<file path="config.mk">
export PLATFORM = sky130hd
export DESIGN_NAME = i2c_slave_rx
export DESIGN_NICKNAME = d
export VERILOG_FILES = /design/src/rtl/i2c_slave_rx_pkg.sv /design/src/rtl/srx_line_filter.sv /design/src/rtl/srx_rx_hold.sv /design/src/rtl/srx_frame_engine.sv /design/src/rtl/i2c_slave_rx.sv
export SDC_FILE = /design/constraint.sdc
export NUM_CORES = 1
export LEC_CHECK = 0
export ABC_AREA = 1
export BUFFER_PORTS_ARGS = -buffer_cell sky130_fd_sc_hd__buf_2
export CAP_MARGIN = 20
export CORE_ASPECT_RATIO = 1.1
export CORE_MARGIN = 5
export CORE_UTILIZATION = 39
export DETAILED_ROUTE_END_ITERATION = 12
export GPL_TIMING_DRIVEN = 0
export PLACE_DENSITY_LB_ADDON = 0.08
export RECOVER_POWER = 25
export SLEW_MARGIN = 20
export SYNTH_ARGS = -nofsm -noshare
export SYNTH_HDL_FRONTEND = slang
export SYNTH_SLANG_ARGS = --single-unit
</file>
<file path="constraint.sdc">
create_clock -name clk -period 1.6 [get_ports clk]
set_clock_uncertainty 0.2 [all_clocks]
set_input_delay 0.16 -clock clk [delete_from_list [all_inputs] [get_ports clk]]
set_output_delay 0.16 -clock clk [all_outputs]
set_load 0.02 [all_outputs]
</file>
<file path="src/rtl/i2c_slave_rx_pkg.sv">
package i2c_slave_rx_pkg;

  // Frame engine states
  typedef enum logic [2:0] {
    ST_IDLE = 3'd0,  // waiting for a START
    ST_ADDR = 3'd1,  // shifting the address byte
    ST_DATA = 3'd2,  // shifting a data byte
    ST_ACK  = 3'd3,  // acknowledge clock (possibly stretched)
    ST_SKIP = 3'd4   // not addressed: wait for next START
  } srx_state_e;

  // Idle level of both bus lines
  localparam logic BUS_IDLE = 1'b1;

endpackage

</file>
<file path="src/rtl/srx_line_filter.sv">
module srx_line_filter #(
  parameter int SYNC_STAGES = 2,
  parameter int FILT_LEN    = 3
) (
  input  logic clk,
  input  logic rst,
  input  logic pin_i,
  output logic level_o,
  output logic rise_o,
  output logic fall_o
);
  import i2c_slave_rx_pkg::*;

  logic [SYNC_STAGES-1:0] sync_q;
  logic [FILT_LEN-1:0]    hist_q;
  logic                   level_q;
  logic                   prev_q;

  always_ff @(posedge clk) begin
    if (rst) begin
      sync_q  <= {SYNC_STAGES{BUS_IDLE}};
      hist_q  <= {FILT_LEN{BUS_IDLE}};
      level_q <= BUS_IDLE;
      prev_q  <= BUS_IDLE;
    end else begin
      sync_q <= {sync_q[SYNC_STAGES-2:0], pin_i};
      hist_q <= {hist_q[FILT_LEN-2:0], sync_q[SYNC_STAGES-1]};
      if (&hist_q)
        level_q <= 1'b1;
      else if (~|hist_q)
        level_q <= 1'b0;
      prev_q <= level_q;
    end
  end

  assign level_o = level_q;
  assign rise_o  = level_q & ~prev_q;
  assign fall_o  = ~level_q & prev_q;

endmodule

</file>
<file path="src/rtl/srx_rx_hold.sv">
module srx_rx_hold #(
  parameter int DATA_W = 8
) (
  input  logic              clk,
  input  logic              rst,
  input  logic              load_i,
  input  logic [DATA_W-1:0] din_i,
  input  logic              rd_stb_i,
  output logic [DATA_W-1:0] dout_o,
  output logic              full_o
);

  logic [DATA_W-1:0] data_q;
  logic              full_q;

  always_ff @(posedge clk) begin
    if (rst) begin
      data_q <= '0;
      full_q <= 1'b0;
    end else if (load_i) begin
      data_q <= din_i;
      full_q <= 1'b1;
    end else if (rd_stb_i) begin
      full_q <= 1'b0;
    end
  end

  assign dout_o = data_q;
  assign full_o = full_q;

endmodule

</file>
<file path="src/rtl/srx_frame_engine.sv">
module srx_frame_engine #(
  parameter int DATA_W = 8
) (
  input  logic              clk,
  input  logic              rst,
  input  logic              en,
  input  logic              scl_lvl,
  input  logic              scl_rise,
  input  logic              scl_fall,
  input  logic              sda_lvl,
  input  logic              sda_rise,
  input  logic              sda_fall,
  input  logic [DATA_W-2:0] own_addr,
  input  logic              ack_lvl,
  input  logic              rx_full,
  output logic [DATA_W-1:0] shift_o,
  output logic              load_o,
  output logic              sda_dl_o,
  output logic              scl_dl_o
);
  import i2c_slave_rx_pkg::*;

  localparam int              CNT_W    = $clog2(DATA_W + 1);
  localparam logic [CNT_W-1:0] LAST_BIT = CNT_W'(DATA_W);

  srx_state_e        state_q;
  logic [CNT_W-1:0]  cnt_q;
  logic [DATA_W-1:0] shift_q;
  logic              sda_dl_q;
  logic              scl_dl_q;
  logic              ack_q;
  logic              armed_q;
  logic              load_q;

  logic start_c;
  logic stop_c;
  logic addr_hit;

  assign start_c  = scl_lvl & sda_fall;
  assign stop_c   = scl_lvl & sda_rise;
  assign addr_hit = (shift_q[DATA_W-1:1] == own_addr) && !shift_q[0];

  always_ff @(posedge clk) begin
    if (rst) begin
      state_q  <= ST_IDLE;
      cnt_q    <= '0;
      shift_q  <= '0;
      sda_dl_q <= 1'b0;
      scl_dl_q <= 1'b0;
      ack_q    <= 1'b0;
      armed_q  <= 1'b0;
      load_q   <= 1'b0;
    end else begin
      load_q <= 1'b0;
      if (!en) begin
        state_q  <= ST_IDLE;
        sda_dl_q <= 1'b0;
        scl_dl_q <= 1'b0;
        armed_q  <= 1'b0;
      end else if (start_c) begin
        state_q  <= ST_ADDR;
        cnt_q    <= '0;
        sda_dl_q <= 1'b0;
        scl_dl_q <= 1'b0;
        armed_q  <= 1'b0;
      end else if (stop_c) begin
        state_q  <= ST_IDLE;
        sda_dl_q <= 1'b0;
        scl_dl_q <= 1'b0;
        armed_q  <= 1'b0;
      end else begin
        case (state_q)
          ST_ADDR, ST_DATA: begin
            if (scl_rise && cnt_q != LAST_BIT) begin
              shift_q <= {shift_q[DATA_W-2:0], sda_lvl};
              cnt_q   <= cnt_q + 1'b1;
            end else if (scl_fall && cnt_q == LAST_BIT) begin
              if (state_q == ST_ADDR && !addr_hit) begin
                state_q <= ST_SKIP;
              end else begin
                // eighth falling edge: latch ack level, maybe stretch
                state_q  <= ST_ACK;
                ack_q    <= ack_lvl;
                scl_dl_q <= rx_full;
                armed_q  <= !rx_full;
                sda_dl_q <= !rx_full && !ack_lvl;
              end
            end
          end
          ST_ACK: begin
            if (!armed_q) begin
              // stretched: place ack on SDA once the register is empty
              if (!rx_full) begin
                armed_q  <= 1'b1;
                sda_dl_q <= !ack_q;
              end
            end else begin
              scl_dl_q <= 1'b0;
              if (scl_rise)
                load_q <= 1'b1;
              if (scl_fall) begin
                sda_dl_q <= 1'b0;
                armed_q  <= 1'b0;
                state_q  <= ST_DATA;
                cnt_q    <= '0;
              end
            end
          end
          default: ;
        endcase
      end
    end
  end

  assign shift_o  = shift_q;
  assign load_o   = load_q;
  assign sda_dl_o = sda_dl_q;
  assign scl_dl_o = scl_dl_q;

endmodule

</file>
<file path="src/rtl/i2c_slave_rx.sv">
module i2c_slave_rx #(
  parameter int DATA_W      = 8,
  parameter int SYNC_STAGES = 2,
  parameter int FILT_LEN    = 3
) (
  input  logic              clk,
  input  logic              rst,
  input  logic              en,
  input  logic              ack_lvl,
  input  logic [DATA_W-2:0] own_addr,
  input  logic              rd_stb,
  input  logic              scl_i,
  input  logic              sda_i,
  output logic              scl_drive_low,
  output logic              sda_drive_low,
  output logic [DATA_W-1:0] rx_data,
  output logic              rx_full
);

  localparam int N_LINES = 2;  // index 0 = SCL, 1 = SDA

  logic [N_LINES-1:0] pin_raw;
  logic [N_LINES-1:0] lvl;
  logic [N_LINES-1:0] rise;
  logic [N_LINES-1:0] fall;
  logic [DATA_W-1:0]  shift_w;
  logic               load_w;
  logic               full_w;

  assign pin_raw = {sda_i, scl_i};

  for (genvar g = 0; g < N_LINES; g++) begin : g_line
    srx_line_filter #(
      .SYNC_STAGES(SYNC_STAGES),
      .FILT_LEN   (FILT_LEN)
    ) u_filt (
      .clk    (clk),
      .rst    (rst),
      .pin_i  (pin_raw[g]),
      .level_o(lvl[g]),
      .rise_o (rise[g]),
      .fall_o (fall[g])
    );
  end

  srx_frame_engine #(.DATA_W(DATA_W)) u_eng (
    .clk     (clk),
    .rst     (rst),
    .en      (en),
    .scl_lvl (lvl[0]),
    .scl_rise(rise[0]),
    .scl_fall(fall[0]),
    .sda_lvl (lvl[1]),
    .sda_rise(rise[1]),
    .sda_fall(fall[1]),
    .own_addr(own_addr),
    .ack_lvl (ack_lvl),
    .rx_full (full_w),
    .shift_o (shift_w),
    .load_o  (load_w),
    .sda_dl_o(sda_drive_low),
    .scl_dl_o(scl_drive_low)
  );

  srx_rx_hold #(.DATA_W(DATA_W)) u_hold (
    .clk     (clk),
    .rst     (rst),
    .load_i  (load_w),
    .din_i   (shift_w),
    .rd_stb_i(rd_stb),
    .dout_o  (rx_data),
    .full_o  (full_w)
  );

  assign rx_full = full_w;

endmodule

</file>
==> run metrics <==
status finished clean; register area 872 um2; fmax 630 MHz; post-synth cell types 31; drt drc 0; NetSw 465 uW; area of the core 5030 um2; root buffer cell clkbuf_8; Logic pwr share 0.044; final core utilization 0.506; multi-input combinational cell area 1090 um2; crit path DAT 1.63 ns; post-synthesis register bit count 43; maximum vdd ir drop 0.000438 V; IO Count 25; # rows 27; Syn Inst Count 271; Mean Syn Cell Area 7.53 um2; Slew Limit Headroom 0.572; vias in the first global route 1639; TritonCTS clock tree yes; ANT nets after route 0; synthesized cell area 2040 um2; post-DP HPWL 3180 um; n_diodes 0; Max Slew Vio Count 0; pin count of the biggest net entering global routing 16; Final min period 1.59 ns; reg2reg setup slack 0.01 ns; switching share of power 0.227; Die W 79.0 um; endpoints failing setup 0; grt ovf 0; routed vias/inst 4.71; GPL Wtd Cong 0.761; FILL cells 520; layout cells sized above 1 0.344; most frequent cells in the layout nand2_1, dfxtp_1, inv_1; crit share post-route 0.992; reg2reg end u_eng.state_q[2]; die height 85.9 um; Hold Path Class primary input to flip-flop; initial core utilization 0.405; Reg-to-Reg Start u_eng.cnt_q[0]; WL/cell 12.4 um; clock-pin slew on the worst setup and hold paths 0.09 ns; Final nets 329; CP max FO 8; first-pass GRT wire length 7760 um; measured slew at the worst slew-check pin 0.643 ns; reg2reg path depth 9; TritonRoute pass-1 iters 4; Syn Nets 287; Num CTS Buffers 5; CP Class flip-flop to flip-flop; most common cell after layout, fill and taps aside nand2_1; clock group share of total power 0.430; initial antenna violation count 0; Hold Crit Endpoint u_eng.ack_q; hold slack 0.0981 ns; P_leak 0.00108 uW; Vias 1753; power density over the cells 804 nW/um2; power share of the sequential group 0.525; startpoint types flip-flop; fin cells 372; initial DRC count 65; Seq/Total Area, Yosys 0.422; worst-skew pair later-pin latency 0.30 ns; H-tree level count 2; Final Hold Fails 0; hold path startpoint en; total wire length 4610 um; synth-to-layout area growth 24.8%; P_int 1580 uW; placed cell areas 2230 um2; Critical Path RT 1.64 ns; RSZ-0062 raised after global routing true; number of I/O port buffers 24; Hold Path Depth 5; Synth warnings 0; Max-cap violations 0; clock sinks 43; overall routing resource usage 0.144; Tot Pwr 2050 uW; die area 6780 um2; Max Buffers Root-to-Sink 2; CP Capture Type flip-flop; final instance area 2550 um2; dpl cells 353
## metrics by stage
stage               worst slack [ns]  setup TNS [ns]
CTS                          0.00326               0
detailed placement            -0.138           -1.20
global placement              -0.136           -1.11
global route                 -0.0916          -0.631
floorplan                    0.00793               0
finish                        0.0130               0
## worst max path at each step
stage / start / end / slack [ns] / cells past startpoint
after floorplan: u_eng.cnt_q[0] / u_eng.shift_o[3] / 0.008 / 9
after global placement: u_eng.cnt_q[0] / u_eng.shift_o[3] / -0.14 / 9
after detailed placement: u_eng.cnt_q[0] / u_eng.shift_o[3] / -0.14 / 9
after CTS: u_eng.state_q[2] / u_eng.cnt_q[0] / 0.003 / 9
after global routing: u_eng.cnt_q[0] / u_eng.sda_dl_o / -0.09 / 9
final: u_eng.cnt_q[0] / u_eng.state_q[2] / 0.01 / 9
## worst max-delay path, stage by stage, from the launching register on
cell     delay (ns)
dfxtp_2        0.33
inv_2          0.06
ha_4           0.13
nand2_4        0.06
nor2_4         0.11
nand2_4        0.08
a21oi_4        0.26
nand2_2        0.07
nor2_2         0.10
o21a_1         0.11
## power by group through the flow
stage	registers, uW	clock network, uW	logic [uW]
finish	1080	881	91.0
global placement	1100	0	79.2
floorplan	1100	0	45.9
global route	1080	960	104
detailed placement	1100	0	79.7
CTS	1080	912	91.0
## Yosys cell counts (all sizes together)
cell type | number | area [um2]
nor2 | 27 | 124
nand2 | 60 | 260
o211ai | 2 | 15.0
clkbuf | 4 | 15.0
nor3 | 8 | 45.0
o21ai | 22 | 133
inv | 43 | 161
xnor2 | 1 | 8.76
dfxtp | 43 | 861
nand4 | 2 | 12.5
nand3 | 17 | 113
ha | 2 | 25.0
or2 | 10 | 62.6
o21a | 1 | 7.51
xor2 | 1 | 8.76
a21oi | 25 | 163
buf | 1 | 11.3
nand3b | 2 | 15.0
## timing repair
action                     4_1_cts  5_1_grt
buffers inserted                 3        1
pin swaps                       13       20
gates resized for setup         19       18
gates cloned                     1        1
setup endpoints to repair       19       18
hold buffers                     5        0
hold endpoints to repair         8        0
## layer usage
layer | share of wire | up-vias | GRT usage
li1 | - | 943 | -
met1 | 0.50 | 773 | 0.193
met2 | 0.44 | 30 | 0.223
met3 | 0.041 | 7 | 0.0378
met4 | 0.013 | 0 | 0.0469
met5 | 0 | - | 0
## registers in the layout (all words and copies together), names as in the netlist
signal and count:
u_eng.shift_o 8, u_hold.dout_o 8, g_line.u_filt.hist_q 6, g_line.u_filt.sync_q 4
u_eng.cnt_q 4, u_eng.state_q 3, g_line.u_filt.level_o 2, g_line.u_filt.prev_q 2
u_eng.ack_q 1, u_eng.armed_q 1, u_eng.load_o 1, u_eng.scl_dl_o 1
u_eng.sda_dl_o 1, u_hold.full_o 1
## cell type report
class,instances,area share
clock buffers,5,0.0270
clock inverters,3,0.0182
well taps,58,0.0285
multi-input cells,181,0.429
repair buffers,34,0.0796
inverters,43,0.0644
flip-flops and latches,43,0.343
plain buffers,5,0.0103
## kinds of logic after synthesis
| family | share of synthesized area |
|---|---|
| simple gates | 0.310 |
| fa+ha+maj | 0.0123 |
| flops | 0.422 |
| compound gates | 0.156 |
| buf+inv | 0.0920 |
| xor+xnor | 0.00859 |
Power figures use the tool's default switching activity.
